===== src/rtl/boot_ovl_pkg.sv =====
package boot_ovl_pkg;

  typedef enum logic [2:0] {
    ACC_NONE    = 3'd0,
    ACC_BOOT_RD = 3'd1,
    ACC_ROM_RD  = 3'd2,
    ACC_RAM     = 3'd3,
    ACC_FAULT   = 3'd4
  } acc_kind_e;

  typedef struct packed {
    logic rom_sel;
    logic ram_sel;
    logic bus_err;
  } sel_flags_t;

  function automatic sel_flags_t kind_to_flags(acc_kind_e kind, logic wr_fault);
    sel_flags_t f;
    f = '0;
    unique case (kind)
      ACC_BOOT_RD,
      ACC_ROM_RD: f.rom_sel = 1'b1;
      ACC_RAM:    f.ram_sel = 1'b1;
      ACC_FAULT:  f.bus_err = wr_fault;
      default:    f = '0;
    endcase
    return f;
  endfunction

endpackage


===== src/rtl/bovl_window.sv =====
// Address window comparator; a zero base drops the lower-bound compare.
module bovl_window #(
  parameter int unsigned          ADDR_W = 24,
  parameter logic [ADDR_W-1:0]    BASE   = '0,
  parameter logic [ADDR_W-1:0]    SIZE   = 'h8
) (
  input  logic [ADDR_W-1:0] addr_i,
  output logic              hit_o
);

  if (BASE == '0) begin : g_zero_base
    assign hit_o = addr_i < SIZE;
  end else begin : g_offset_base
    logic [ADDR_W-1:0] offset;
    assign offset = addr_i - BASE;
    assign hit_o  = (addr_i >= BASE) && (offset < SIZE);
  end

endmodule


===== src/rtl/bovl_classify.sv =====
module bovl_classify
  import boot_ovl_pkg::*;
(
  input  logic      strobe_i,
  input  logic      rd_i,
  input  logic      boot_hit_i,
  input  logic      rom_hit_i,
  input  logic      ram_hit_i,
  output acc_kind_e kind_o
);

  // Priority: overlay beats RAM, ROM window beats RAM.
  always_comb begin
    kind_o = ACC_NONE;
    if (strobe_i) begin
      if (boot_hit_i)     kind_o = rd_i ? ACC_BOOT_RD : ACC_FAULT;
      else if (rom_hit_i) kind_o = rd_i ? ACC_ROM_RD  : ACC_FAULT;
      else if (ram_hit_i) kind_o = ACC_RAM;
    end
  end

endmodule


===== src/rtl/bovl_remap.sv =====
module bovl_remap
  import boot_ovl_pkg::*;
#(
  parameter int unsigned       ADDR_W   = 24,
  parameter logic [ADDR_W-1:0] ROM_BASE = 'h1000
) (
  input  acc_kind_e         kind_i,
  input  logic [ADDR_W-1:0] addr_i,
  output logic [ADDR_W-1:0] addr_o
);

  assign addr_o = (kind_i == ACC_BOOT_RD) ? (addr_i | ROM_BASE) : addr_i;

endmodule


===== src/rtl/bovl_out_reg.sv =====
module bovl_out_reg
  import boot_ovl_pkg::*;
#(
  parameter int unsigned ADDR_W   = 24,
  parameter bit          WR_FAULT = 1'b1
) (
  input  logic              clk_i,
  input  logic              rst_ni,
  input  acc_kind_e         kind_i,
  input  logic [ADDR_W-1:0] addr_i,
  output logic              rom_sel_o,
  output logic              ram_sel_o,
  output logic              bus_err_o,
  output logic [ADDR_W-1:0] addr_o
);

  sel_flags_t flags_d, flags_q;
  logic [ADDR_W-1:0] addr_q;

  assign flags_d = kind_to_flags(kind_i, WR_FAULT);

  always_ff @(posedge clk_i or negedge rst_ni) begin
    if (!rst_ni) begin
      flags_q <= '0;
      addr_q  <= '0;
    end else begin
      flags_q <= flags_d;
      addr_q  <= addr_i;
    end
  end

  assign rom_sel_o = flags_q.rom_sel;
  assign ram_sel_o = flags_q.ram_sel;
  assign bus_err_o = flags_q.bus_err;
  assign addr_o    = addr_q;

endmodule


===== src/rtl/boot_overlay_decoder.sv =====
module boot_overlay_decoder
  import boot_ovl_pkg::*;
#(
  parameter int unsigned       ADDR_W     = 24,
  parameter logic [ADDR_W-1:0] BOOT_BYTES = 'h8,
  parameter logic [ADDR_W-1:0] ROM_BASE   = 'h1000,
  parameter logic [ADDR_W-1:0] ROM_BYTES  = 'h1000,
  parameter logic [ADDR_W-1:0] RAM_BYTES  = 'h1000,
  parameter bit                WR_FAULT   = 1'b1
) (
  input  logic              clk_i,
  input  logic              rst_ni,
  input  logic [ADDR_W-1:0] addr_i,
  input  logic              strobe_i,
  input  logic              rd_i,
  output logic              rom_sel_o,
  output logic              ram_sel_o,
  output logic              bus_err_o,
  output logic [ADDR_W-1:0] rom_addr_o
);

  logic              boot_hit, rom_hit, ram_hit;
  acc_kind_e         kind;
  logic [ADDR_W-1:0] remap_addr;

  bovl_window #(.ADDR_W(ADDR_W), .BASE('0), .SIZE(BOOT_BYTES)) u_boot_win (
    .addr_i(addr_i), .hit_o(boot_hit)
  );

  bovl_window #(.ADDR_W(ADDR_W), .BASE(ROM_BASE), .SIZE(ROM_BYTES)) u_rom_win (
    .addr_i(addr_i), .hit_o(rom_hit)
  );

  bovl_window #(.ADDR_W(ADDR_W), .BASE('0), .SIZE(RAM_BYTES)) u_ram_win (
    .addr_i(addr_i), .hit_o(ram_hit)
  );

  bovl_classify u_classify (
    .strobe_i  (strobe_i),
    .rd_i      (rd_i),
    .boot_hit_i(boot_hit),
    .rom_hit_i (rom_hit),
    .ram_hit_i (ram_hit),
    .kind_o    (kind)
  );

  bovl_remap #(.ADDR_W(ADDR_W), .ROM_BASE(ROM_BASE)) u_remap (
    .kind_i(kind), .addr_i(addr_i), .addr_o(remap_addr)
  );

  bovl_out_reg #(.ADDR_W(ADDR_W), .WR_FAULT(WR_FAULT)) u_out (
    .clk_i    (clk_i),
    .rst_ni   (rst_ni),
    .kind_i   (kind),
    .addr_i   (remap_addr),
    .rom_sel_o(rom_sel_o),
    .ram_sel_o(ram_sel_o),
    .bus_err_o(bus_err_o),
    .addr_o   (rom_addr_o)
  );

endmodule


===== config.mk =====
export PLATFORM = sky130hd
export DESIGN_NAME = boot_overlay_decoder
export DESIGN_NICKNAME = d
export VERILOG_FILES = /design/src/rtl/boot_ovl_pkg.sv /design/src/rtl/bovl_window.sv /design/src/rtl/bovl_classify.sv /design/src/rtl/bovl_remap.sv /design/src/rtl/bovl_out_reg.sv /design/src/rtl/boot_overlay_decoder.sv
export SDC_FILE = /design/constraint.sdc
export NUM_CORES = 1
export LEC_CHECK = 0
export ABC_AREA = 0
export CAP_MARGIN = 5
export CORE_MARGIN = 2
export CORE_UTILIZATION = 38
export CTS_CLUSTER_DIAMETER = 200
export DETAILED_ROUTE_END_ITERATION = 16
export HOLD_SLACK_MARGIN = 0.06
export MAX_ROUTING_LAYER = met4
export PLACE_DENSITY = 0.78
export SLEW_MARGIN = 20
export SYNTH_ARGS = -nofsm -noshare
export SYNTH_HDL_FRONTEND = slang
export SYNTH_HIERARCHICAL = 1
export SYNTH_SLANG_ARGS = --single-unit

===== constraint.sdc =====
create_clock -name clk_i -period 0.8 [get_ports clk_i]
set_input_delay 0.16 -clock clk_i [delete_from_list [all_inputs] [get_ports clk_i]]
set_output_delay 0.16 -clock clk_i [all_outputs]
set_load 0.02 [all_outputs]

* Word level (Yosys, flattened, before mapping)
Cells that the tools add are included.
Word-level totals: memories kept 0, bits in read-only memories 0, word-level logic and storage cells 25, latch bits 0, bits in writable memories 0, bits in registers 27
Cells by class: divide/modulo/power cells 0, $add $sub $neg 1, shift-type cells 0, $lt $le $gt $ge 4, reduce and logical (&&, ||, !) cells 2, multipliers 0, bitwise logic cells 0, multiplexer cells 10, equality and inequality tests 4
Operators by type and width (count):
- less-than comparator 24 x 13 -> 1 bit (second input constant) | 2
- >= comparator 24 x 13 -> 1 bit (second input constant) | 1
- less-than comparator 24 x 4 -> 1 bit (second input constant) | 1
- subtractor 24 x 13 -> 24 bit (second input constant) | 1
- two-way mux 3 bit | 5
- two-way mux 13 bit | 1
- equality test 3 x 2 -> 1 bit (second input constant) | 2
- equality test 3 x 1 -> 1 bit (second input constant) | 1
- equality test 3 bit (second input constant) | 1
- two-way mux 1 bit | 3
- two-way mux 2 bit | 1
- OR reduction 2 bit | 1
- logical AND 1 bit | 1

* Longest topological paths before layout
word-level depth 9, depth in mapped cells 7, gate-level depth less buffers 7

* Hierarchy
Netlist, hierarchy kept.
By module, submodules not included:
- bovl_out_reg | seq. area each 675.6 um^2, cells each 32, instances 1, area an instance 703.2 um^2
- bovl_remap | seq. area each 0.0 um^2, cells each 25, instances 1, area an instance 183.9 um^2
- bovl_classify | seq. area each 0.0 um^2, cells each 8, instances 1, area an instance 60.1 um^2
- bovl_window (u_boot_win) | seq. area each 0.0 um^2, cells each 7, instances 1, area an instance 50.0 um^2
- bovl_window (u_rom_win) | seq. area each 0.0 um^2, cells each 4, instances 1, area an instance 27.5 um^2
- bovl_window (u_ram_win) | seq. area each 0.0 um^2, cells each 4, instances 1, area an instance 25.0 um^2

* Worst setup path before layout
No wires, ideal clock.
path kind in2reg, from input addr_i[18], to register u_out.addr_q[12] (netlist: u_out/addr_o[12]), setup time 0.118 ns, path buffers 0, stages 6, required time 0.682 ns, arrival 1.559 ns, setup slack -0.877 ns, path through or4_1 -> nor4_2 -> nor2_1 -> nor3b_1 -> nor2_1 -> a21o_1
Between the ends: elaborated cells on any way between the ends 12, those cells by class add/sub (1); order compare (4); eq/ne (1); mux (5); reduce/logical (1)
RTL lines:
- start: declaration | RTL line boot_overlay_decoder.sv:13 | input logic [ADDR_W-1:0] addr_i,
- less-than comparator 24 x 4 -> 1 bit | RTL line bovl_window.sv:12 | assign hit_o = addr_i < SIZE;
- net boot_hit | RTL line boot_overlay_decoder.sv:22 | logic boot_hit, rom_hit, ram_hit;
- two-way mux 3 bit | RTL line bovl_classify.sv:16 | if (boot_hit_i) kind_o = rd_i ? ACC_BOOT_RD : ACC_FAULT;
- two-way mux 3 bit | RTL line bovl_classify.sv:15 | if (strobe_i) begin
- net kind[2] | RTL line boot_overlay_decoder.sv:23 | acc_kind_e kind;
- equality test 3 x 1 -> 1 bit | RTL line bovl_remap.sv:12 | assign addr_o = (kind_i == ACC_BOOT_RD) ? (addr_i | ROM_BASE) : addr_i;
- two-way mux 13 bit | RTL line bovl_remap.sv:12
- net remap_addr[12] | RTL line boot_overlay_decoder.sv:24 | logic [ADDR_W-1:0] remap_addr;
- end signal: assignment | RTL line bovl_out_reg.sv:28 | addr_q <= addr_i;
- end: declaration | RTL line bovl_out_reg.sv:18 | logic [ADDR_W-1:0] addr_q;
The timed path passes the listed nets, and every way through them passes these cells.

* Worst setup path after layout
from input addr_i[21], to register u_out.addr_q[12] (netlist: u_out/addr_o[12])
Between the ends: longest elaborated chain between the ends 8, elaborated cells on any way between the ends 12, those cells by class add/sub (1); order compare (4); eq/ne (1); mux (5); reduce/logical (1)
Ends and longest elaborated chain:
- subtractor 24 x 13 -> 24 bit | RTL line bovl_window.sv:15 | assign offset = addr_i - BASE;
- less-than comparator 24 x 13 -> 1 bit | RTL line bovl_window.sv:16 | assign hit_o = (addr_i >= BASE) && (offset < SIZE);
- logical AND 1 bit * | RTL line bovl_window.sv:16
- net rom_hit | RTL line boot_overlay_decoder.sv:22
- two-way mux 3 bit * | RTL line bovl_classify.sv:17 | else if (rom_hit_i) kind_o = rd_i ? ACC_ROM_RD : ACC_FAULT;
- two-way mux 3 bit * | RTL line bovl_classify.sv:16
- two-way mux 3 bit * | RTL line bovl_classify.sv:15
- net kind[2] | RTL line boot_overlay_decoder.sv:23
- equality test 3 x 1 -> 1 bit * | RTL line bovl_remap.sv:12
- two-way mux 13 bit * | RTL line bovl_remap.sv:12
- net remap_addr[12] | RTL line boot_overlay_decoder.sv:24
The timed path passes the listed nets; every way through them passes the cells marked *.

==> impl_metrics.tcl <==
set metrics [dict create \
    dieArea_mm2 0.00320 \
    switchingPower_uw 607 \
    cp_max_fo 3 \
    syn_nets 108 \
    syn_inst 80 \
    critPathKind "in -> reg" \
    h-tree-depth 1 \
    final.period_utilization_pct 180 \
    hold_violations 1 \
    path_cells "clkdlybuf4s50_1, nor4_2, and3_1, nor2_1, nor3b_2, nor2_1, a21o_1" \
    io_buffers 54 \
    ys_types 19 \
    dp_hpwl_um 1720 \
    power_frac_clock_pct 21.4 \
    tritoncts "done" \
    synthMuxAreaShare_pct 0 \
    synth_top_family_by_area "buffers and inverters" \
    core.rowCount 19 \
    num_vias 799 \
    grtUsageTotal_pct 16.2 \
    cp-startpoint "addr_i[21]" \
    maxCapViolCount 0 \
    cts_buffers 3 \
    synth.cell_area_mm2 0.00105 \
    dr.pass1.iters 4 \
    max-slew-margin-rel_pct 82.3 \
    slew_violations 0 \
    wl_per_cell_um 14.2 \
    core_mm2 0.00269 \
    initial_core_util_pct 39.1 \
    crit_top_cell "nor2_1" \
    grt_overflow 0 \
    clk_path_buf_depth 2 \
    io_pins 55 \
    ys_warn_count 6 \
    via_per_inst 4.76 \
    grt_pass1_vias 868 \
    synth-xor-area-share_pct 0.834 \
    intPower_mw 1.91 \
    synth.ff_latch_count 27 \
    power.total_mw 2.51 \
    hp-class "in -> reg" \
    grt_pass1_wl_um 3860 \
    placed_cell_area_mm2 0.00160 \
    fin_crit_ns 1.44 \
    ir_worst_vdd_mv 0.976 \
    fp.dieH_um 56.6 \
    finalSetupTns_ns -7.62 \
    hold_start "addr_i[6]" \
    holdWs_ns -0.0370 \
    path_clk_slew_ns 0.13 \
    violations "hold timing, setup timing" \
    gp_congestion 0.791 \
    cp.required_ns 1.01 \
    max_freq_ghz 0.693 \
    cts-root-buf "clkbuf_4" \
    arrival_ns 1.65 \
    drc 0 \
    syn_avg_cell_area_um2 13.1 \
    synth-compound-area-share_pct 2.38 \
    drtIter0Drc 12 \
    worst_pin_slew_ns 0.263 \
    status "complete, but fails checks" \
    ant_nets 0 \
    p_seq_share_pct 57.9 \
    die_width_um 56.6 \
    area_delta_synth_final_pct 68.1 \
    grt_max_degree 28 \
    endpoint_kind "flip-flop" \
    rsz0062_at_grt "true" \
    p_leak_nw 0.798 \
    clock-sinks 27 \
    setup_slack_ns -0.642 \
    slowest_delay_ns 0.47 \
    nets 166 \
    antenna_found_initial 0 \
    synth-seq-area-share_pct 64.4 \
    wl_um 2380 \
    crit_path_start_kind "input port" \
    fillers 216 \
    stdcell_area_mm2 0.00176 \
    p_comb_share_pct 20.7 \
    p_sw_share_pct 24.2 \
    crit_slowest_cell "clkdlybuf4s50_1" \
    drive_above_1_share_pct 55.5 \
    synth_simple_gate_area_share_pct 16.0 \
    synth_fa_ha_area_share_pct 0 \
    powerDensity_mw_per_mm2 1430 \
    n_antenna_cell 0 \
    setup_violations 31 \
]
==> Yosys cell counts (all sizes together) <==
cell	number	share of area (%)
nand2	2	0.72
a21o	1	0.72
nor3	1	0.48
or4	1	0.72
nand3	1	0.48
o21ai	1	0.83
nor3b	2	1.4
nor4b	1	0.83
and3	2	1.2
a21oi	1	0.83
nand2b	2	2.1
nand4	1	0.60
nor2	4	1.4
buf	23	16
xnor2	1	0.83
nor4	9	6.0
dfrtp	27	64
==> worst paths after layout <==
check / to / slack [ns] / cells after the start
max in group asynchronous: u_out/addr_o[15] / 0.46 / 2
min: u_out/addr_o[6] / -0.04 / 1
max: u_out/addr_o[12] / -0.64 / 7
min in group asynchronous: u_out/bus_err_o / 0.19 / 2
==> cells in the final DEF, fill, tap and decap left out, types with 2 or more instances in the layout <==
master           count
and3_1               2
buf_4               15
buf_6               31
clkbuf_2             8
clkbuf_4             3
clkdlybuf4s15_1      5
clkdlybuf4s50_1      7
dfrtp_1             27
dlygate4sd2_1        2
dlygate4sd3_1        6
nand2_1              2
nor2_1               3
nor3b_2              2
nor4_1               2
nor4_2               5
nor4_4               2
==> cell type report <==
cell class	count	area (um2)	area share, %
Clock buffer	4	26.3	1.49
Tap cell	31	38.8	2.20
Timing Repair Buffer	76	724	41.1
Sequential cell	27	676	38.3
Multi-Input combinational cell	30	299	17.0
==> kinds of logic after synthesis <==
logic type      after synthesis
simple gates                 26
buf+inv                      23
flops                        27
xor+xnor                      1
compound gates                3
==> registers in the layout, indices dropped and copies added (netlist names) <==
register,count
u_out/addr_o,24
u_out/bus_err_o,1
u_out/ram_sel_o,1
u_out/rom_sel_o,1
==> what timing repair did <==
item / CTS / global route
hold buffers: 2 / 4
pin swaps: 17 / 10
setup endpoints to repair: 31 / 31
buffers inserted: 1 / 0
endpoints found under the hold margin: 2 / 5
cloned: 0 / 0
gates resized for setup: 207 / 29
==> layer usage <==
| layer | global-route usage (%) | up-vias | wire [um] |
|---|---|---|---|
| li1 | - | 366 | - |
| met1 | 20.5 | 388 | 961 |
| met2 | 26.7 | 40 | 1230 |
| met3 | 2.53 | 5 | 165 |
| met4 | 5.10 | 0 | 22 |
| met5 | - | - | 0 |
==> per-stage QoR <==
step	std cells	utilization, %	setup slack [ns]
5_1_grt	168	65.7	-0.725
4_1_cts	164	64.4	-0.620
2_1_floorplan	80	-	-0.750
6_report	168	65.7	-0.642
3_3_place_gp	157	59.7	-1.20
3_5_place_dp	157	59.7	-1.28
==> power groups by stage <==
stage	clock network [mW]	registers [mW]	logic, mW
floorplan	0	1.55	0.0974
global placement	0	1.47	0.484
detailed placement	0	1.47	0.491
CTS	0.563	1.46	0.500
global route	0.632	1.46	0.549
finish	0.539	1.46	0.520
==> worst max-delay path: cells and delay by family <==
kind | cells | cell delay (ns)
AO/OA/AOI/OAI | 1 | 0.18
buffers and inverters | 1 | 0.47
AND/OR/NAND/NOR | 5 | 0.83
(Power assumes the default switching activity.)
